--- config.mk ---
export PLATFORM = sky130hd
export DESIGN_NAME = cond_exec_unit
export DESIGN_NICKNAME = d
export VERILOG_FILES = /design/src/rtl/cond_exec_pkg.sv /design/src/rtl/cond_eval.sv /design/src/rtl/flag_store.sv /design/src/rtl/cond_exec_unit.sv
export SDC_FILE = /design/constraint.sdc
export NUM_CORES = 1
export LEC_CHECK = 0
export ABC_AREA = 0
export ABC_CLOCK_PERIOD_IN_PS = 3900
export BUFFER_PORTS_ARGS = -buffer_cell sky130_fd_sc_hd__buf_2
export CORE_AREA = 2 2 39 41
export CTS_CLUSTER_SIZE = 12
export DETAILED_ROUTE_END_ITERATION = 10
export DIE_AREA = 0 0 41 43
export SETUP_SLACK_MARGIN = 0.02
export SLEW_MARGIN = 10
export SYNTH_ARGS = -nofsm -noshare
export SYNTH_HDL_FRONTEND = slang
export SYNTH_SLANG_ARGS = --single-unit
--- constraint.sdc ---
create_clock -name clk -period 3.9 [get_ports clk]
set_input_delay 0.78 -clock clk [delete_from_list [all_inputs] [get_ports clk]]
set_output_delay 0.78 -clock clk [all_outputs]
set_load 0.02 [all_outputs]
--- src/rtl/cond_exec_pkg.sv ---
package cond_exec_pkg;

    localparam int COND_W = 4;
    localparam int FLAG_W = 4;

    typedef struct packed {
        logic n;
        logic z;
        logic c;
        logic v;
    } flags_t;

    typedef enum logic [COND_W-1:0] {
        CC_ZSET  = 4'b0000,
        CC_ZCLR  = 4'b0001,
        CC_CSET  = 4'b0010,
        CC_CCLR  = 4'b0011,
        CC_NSET  = 4'b0100,
        CC_NCLR  = 4'b0101,
        CC_VSET  = 4'b0110,
        CC_VCLR  = 4'b0111,
        CC_UGT   = 4'b1000,
        CC_ULE   = 4'b1001,
        CC_SGE   = 4'b1010,
        CC_SLT   = 4'b1011,
        CC_SGT   = 4'b1100,
        CC_SLE   = 4'b1101,
        CC_ALL   = 4'b1110,
        CC_NONE  = 4'b1111
    } cond_e;

    function automatic logic cond_holds(cond_e c, flags_t f);
        logic sign_ok;
        sign_ok = (f.n == f.v);
        case (c)
            CC_ZSET: return f.z;
            CC_ZCLR: return !f.z;
            CC_CSET: return f.c;
            CC_CCLR: return !f.c;
            CC_NSET: return f.n;
            CC_NCLR: return !f.n;
            CC_VSET: return f.v;
            CC_VCLR: return !f.v;
            CC_UGT:  return f.c && !f.z;
            CC_ULE:  return !f.c || f.z;
            CC_SGE:  return sign_ok;
            CC_SLT:  return !sign_ok;
            CC_SGT:  return !f.z && sign_ok;
            CC_SLE:  return f.z || !sign_ok;
            CC_ALL:  return 1'b1;
            default: return 1'b0;
        endcase
    endfunction

endpackage

--- src/rtl/cond_eval.sv ---
module cond_eval
    import cond_exec_pkg::*;
(
    input  logic [COND_W-1:0] cond_i,
    input  flags_t            flags_i,
    output logic              pass_o
);
    always_comb begin
        pass_o = cond_holds(cond_e'(cond_i), flags_i);
    end

    always_comb begin
        if (cond_i == CC_ALL)  assert_always_runs_R2: assert (pass_o === 1'b1);
        if (cond_i == CC_NONE) assert_never_runs_R2:  assert (pass_o === 1'b0);
    end
endmodule

--- src/rtl/flag_store.sv ---
module flag_store
    import cond_exec_pkg::*;
(
    input  logic   clk,
    input  logic   rst,
    input  logic   wr_i,
    input  flags_t next_i,
    output flags_t flags_o
);
    flags_t flags_q;

    always_ff @(posedge clk) begin
        if (rst)       flags_q <= '0;
        else if (wr_i) flags_q <= next_i;
    end

    assign flags_o = flags_q;

    assert_hold_when_idle_R6: assert property (@(posedge clk) disable iff (rst)
        !wr_i |=> $stable(flags_q));
    assert_capture_R7: assert property (@(posedge clk) disable iff (rst)
        wr_i |=> flags_q == $past(next_i));
endmodule

--- src/rtl/cond_exec_unit.sv ---
module cond_exec_unit
    import cond_exec_pkg::*;
(
    input  logic              clk,
    input  logic              rst,
    input  logic [COND_W-1:0] cond_i,
    input  logic              set_flags_i,
    input  logic              is_compare_i,
    input  logic              alu_n_i,
    input  logic              alu_z_i,
    input  logic              alu_c_i,
    input  logic              alu_v_i,
    input  logic              step_i,
    output logic              exec_en_o,
    output logic              reg_wr_en_o,
    output logic [FLAG_W-1:0] flags_o
);
    flags_t cur_flags;
    flags_t alu_flags;
    logic   pass;
    logic   upd_req;
    logic   flag_wr;

    assign alu_flags = '{n: alu_n_i, z: alu_z_i, c: alu_c_i, v: alu_v_i};

    cond_eval u_eval (
        .cond_i  (cond_i),
        .flags_i (cur_flags),
        .pass_o  (pass)
    );

    always_comb begin
        upd_req = set_flags_i || is_compare_i;
        flag_wr = step_i && pass && upd_req;
    end

    flag_store u_store (
        .clk     (clk),
        .rst     (rst),
        .wr_i    (flag_wr),
        .next_i  (alu_flags),
        .flags_o (cur_flags)
    );

    assign exec_en_o   = pass;
    assign reg_wr_en_o = pass && !is_compare_i;
    assign flags_o     = cur_flags;

    assert_failed_keeps_flags_R9: assert property (@(posedge clk) disable iff (rst)
        !exec_en_o |=> $stable(flags_o));
    assert_no_strobe_hold_R10: assert property (@(posedge clk) disable iff (rst)
        !step_i |=> $stable(flags_o));
    assert_compare_updates_R8: assert property (@(posedge clk) disable iff (rst)
        (step_i && exec_en_o && is_compare_i) |=>
        flags_o == $past({alu_n_i, alu_z_i, alu_c_i, alu_v_i}));
    assert_compare_no_write_R11: assert property (@(posedge clk) disable iff (rst)
        is_compare_i |-> !reg_wr_en_o);
    assert_reset_clear_R1: assert property (@(posedge clk)
        rst |=> flags_o == '0);
endmodule

* After elaboration in Yosys (flattened, before gate mapping) *
Cells that the tools add are included.

word-level totals
  register bits after elaboration = 4
  latch bits = 0
  bits in writable memories = 0
  bits in read-only memories = 0
  bits of input ports = 13
  output and inout port bits = 6
  memories kept = 0

operators by class
  add/sub/neg operators = 0
  multipliers = 0
  divide/modulo/power cells = 0
  $lt $le $gt $ge = 0
  eq/ne operators = 15
  shift-type cells = 0
  multiplexer cells = 1
  bitwise logic cells = 0
  reductions and logical operators = 15

operator list
  operator                                                         number
  4-bit == test, second input constant                             7
  4-bit by 3-bit == test with 1-bit output, second input constant  4
  1-bit one-hot mux with 15 select lines                           1
  4-bit by 2-bit == test with 1-bit output, second input constant  2
  1-bit zero test                                                  6
  1-bit logical AND                                                5
  4-bit by 1-bit == test with 1-bit output, second input constant  1
  4-bit zero test                                                  1
  1-bit logical OR                                                 3
  1-bit == test                                                    1

* Longest topological paths before layout *
  depth in word-level cells = 6
  gate-level depth with buffers = 6
  gate-level depth less buffers = 5

* Modules after synthesis *
Synthesis repeated with hierarchy kept, for this count alone.

second synthesis, totals
  cell total of the unflattened synthesis = 43
  area total of the unflattened synthesis = 352.8 um^2

by module, submodules not included
  module          times used  cells an instance  area each (um^2)  seq. area each (um^2)
  cond_eval       1           28                 193.9             0.0
  flag_store      1           13                 140.1             80.1
  cond_exec_unit  1           2                  18.8              0.0

* Worst setup path after synthesis *
Ideal clock, no wire load.

  path type = input to output
  start point = in cond_i[0]
  end point = out reg_wr_en_o
  arrival time = 1974 ps
  slack = 1146 ps
  stages = 6
  buffers on the path = 1
  path through = buf_6 nor3b_1 a211oi_2 a211oi_2 a22o_1 and2b_1

on the way
  longest elaborated chain between the ends = 3
  elaborated cells on any way between the ends = 17
  those cells by class = eq/ne: 14; mux: 1; reduce/logical: 2

ends and longest elaborated chain
  what                                      line                  RTL
  start: declaration                        cond_exec_unit.sv:6   input logic [COND_W-1:0] cond_i,
  4-bit == test (tied with other cells)     --
  1-bit one-hot mux with 15 select lines *  cond_exec_pkg.sv:35   case (c)
  named net exec_en_o                       cond_exec_unit.sv:14  output logic exec_en_o,
  1-bit logical AND *                       cond_exec_unit.sv:46  assign reg_wr_en_o = pass && !is_compare_i;
  end: declaration                          cond_exec_unit.sv:15  output logic reg_wr_en_o,

Mark *: on every way through the listed nets, which the timed path passes. The rest lies on a longest branch.

* Worst setup path after layout *
  start point = in cond_i[0]
  end point = out reg_wr_en_o

on the way
  longest elaborated chain between the ends = 3
  elaborated cells on any way between the ends = 17
  those cells by class = eq/ne: 14; mux: 1; reduce/logical: 2

ends and longest elaborated chain
  what                                      line
  4-bit == test (tied with other cells)     --
  1-bit one-hot mux with 15 select lines *  cond_exec_pkg.sv:35
  1-bit logical AND *                       cond_exec_unit.sv:46

Every way passes the cells marked *; elsewhere a longest branch is shown, timed or not.

==> qor.csv <==
metric;value;unit
Initial Util;0.299;
Synth area leaders;dfxtp_1 (19%), mux2i_1 (9.7%), nand2b_1 (9.1%);
Slew Limit Fails;0;
IO Port Bufs;18;
Synth area leader;dfxtp_1;
Die Area;1760;um^2
post-route ant nets;0;
worst-path fanout max;12;
Worst EP required;3120;ps
relative slew slack;0.760;
most frequent CP cell;buf_2;
CP max stage cell;a211oi_2;
Num CTS Buffers;3;
via count;408;
crit-path leading delay family;compound AO/OA/AOI/OAI gates;
first-pass GRT wire length;1200;um
Total Wirelength;832;um
Pre-Repair DR Iteration Count;3;
final worst path period share;0.733;
n_diodes;0;
Post-Syn Instances;47;
ys async rst share;0;
number of synthesized flops with an enable pin;0;
number of post-CTS setup repair buffers;0;
WHS;535;ps
Bufs and invs on worst path;2;
top-count cell post-synth;nand2b_1;
Synth-to-Final Area Change;29.3;%
GRT Overall Usage;0.101;
FF+latch count, synth;4;
DP Wirelength;663;um
GR Layer Usage met2;0.153;
I/O Pins;19;
Final #Nets;82;
share of layout cells above drive strength 1;0.403;
f_max;350;MHz
clock period minus worst slack;2860;ps
Sum Neg Setup Slack;0;ps
routability congestion estimate;0.694;
clock tree root driver cell;clkbuf_4;
Syn Nets;60;
total gr overflow;0;
Hold Buf Count CTS;0;
syn avg cell area;8.81;um^2
Core ar.;1380;um^2
vias per inst;4.92;
GRT busiest layer;met2;
predominant post-synthesis flop cell;dfxtp_1;
Synth top cells by count;nand2b_1 (6), dfxtp_1 (4), mux2i_1 (4);
cell leakage power;0.269;nW
crit-path max cell delay;280;ps
outcome;finished, final reports clean;
# rows;14;
Final setup violation count;0;
power density over the cells;290;nW/um^2
number of flip-flops under the largest register name;4;
Seq/Total Area, Yosys;0.193;
CP cell instances;buf_2 -> and3b_1 -> a22o_2 -> a211oi_2 -> a22o_1 -> and2b_1 -> buf_2;
worst hold path class;flop to flop;
Clock Latency Late Sink;230;ps
M3 GR Usage;0.0314;
Setup CP Type;primary input to primary output;
yosys warns;0;
RSZ-0062 raised after global routing;false;
Startpoint Class;primary input;
drt initial violations;3;
largest net degree at the start of global routing;13;
wire per inst;10.0;um
Die Ht;43;um
clk sink count;4;
initial antenna violation count;0;
final hold violations;0;
CTS-repair resized insts;0;
VDD IR max;0.190;mV
Remaining DRCs;0;
worst-case clock skew;0.306;ps
worst path arrival time;2080;ps
Cell variety after synth;25;
Die Wd;41;um
Cell Area, Synth;414;um^2
CTS clk-pin slew, worst paths;40;ps
Tot Pwr;156;uW
Setup crit end kind;primary output;
top cell type's share of synthesized area;0.193;
CTS tree;done;
grt met1 use;0.116;
worst-case clock buffer depth;2;
vias in the first global route;329;
H-tree lvl count;1;
Worst Max-Slew Pin Slew;358;ps
Max Cap Viol;0;
-- stage by stage --
step	std cells	util	area [um^2]	setup WS, ps
global route	83	0.387	536	941
global placement	80	0.371	513	1040
detailed placement	80	0.371	513	1030
finish	83	0.387	536	1040
CTS	83	0.387	536	1030
floorplan	47	-	414	1150
-- routing by layer --
layer	up-vias	share of wire	wire length, um
met3	0	0.078	65
met5	-	0	0
met4	0	0	0
met2	13	0.45	377
li1	212	-	-
met1	183	0.47	389
-- path summary, 6_finish.rpt --
kind | start | end | slack, ps | cells past startpoint
setup / recovery | cond_i[0] | reg_wr_en_o | 1040 | 7
hold / removal | u_store.flags_o[1] | u_store.flags_o[1] | 540 | 2
setup reg to reg | u_store.flags_o[0] | u_store.flags_o[2] | 2260 | 5
hold reg to reg | u_store.flags_o[1] | u_store.flags_o[1] | 540 | 2
-- cells by family after synthesis --
family          count (synthesis)  share of synthesized area
simple gates                   21                      0.335
compound gates                 11                      0.245
xor+xnor                        4                     0.0846
mux                             4                     0.0967
flops                           4                      0.193
buf+inv                         3                     0.0453
-- worst reg2reg max path: stages, from the launching register on --
cell and delay [ps]:
dfxtp_1 340, xnor2_1 350, xnor2_1 180, o221ai_2 140
a22oi_2 340, mux2i_1 220
-- layout make-up --
type	instances	area, um^2
Clock buffer	3	22.5
Fill cell	148	848
Inverter	2	7.51
Multi-Input combinational cell	40	315
Sequential cell	4	80.1
Tap cell	16	20.0
Timing Repair Buffer	18	90.1
-- where the power goes --
part,leakage (nW),total (mW),internal (mW),switching [mW]
combinational,0.222,0.0559,0.0263,0.0296
sequential,0.0327,0.0485,0.0443,0.00420
clock,0.0138,0.0511,0.0344,0.0167
-- cell usage in the layout, fill, tap and decap left out, types with 3 or more instances in the layout --
cell,n
dfxtp_1,4
nand2b_1,6
buf_2,18
mux2i_1,4
clkbuf_4,3
Note: power is estimated with default switching activity, not from simulation.
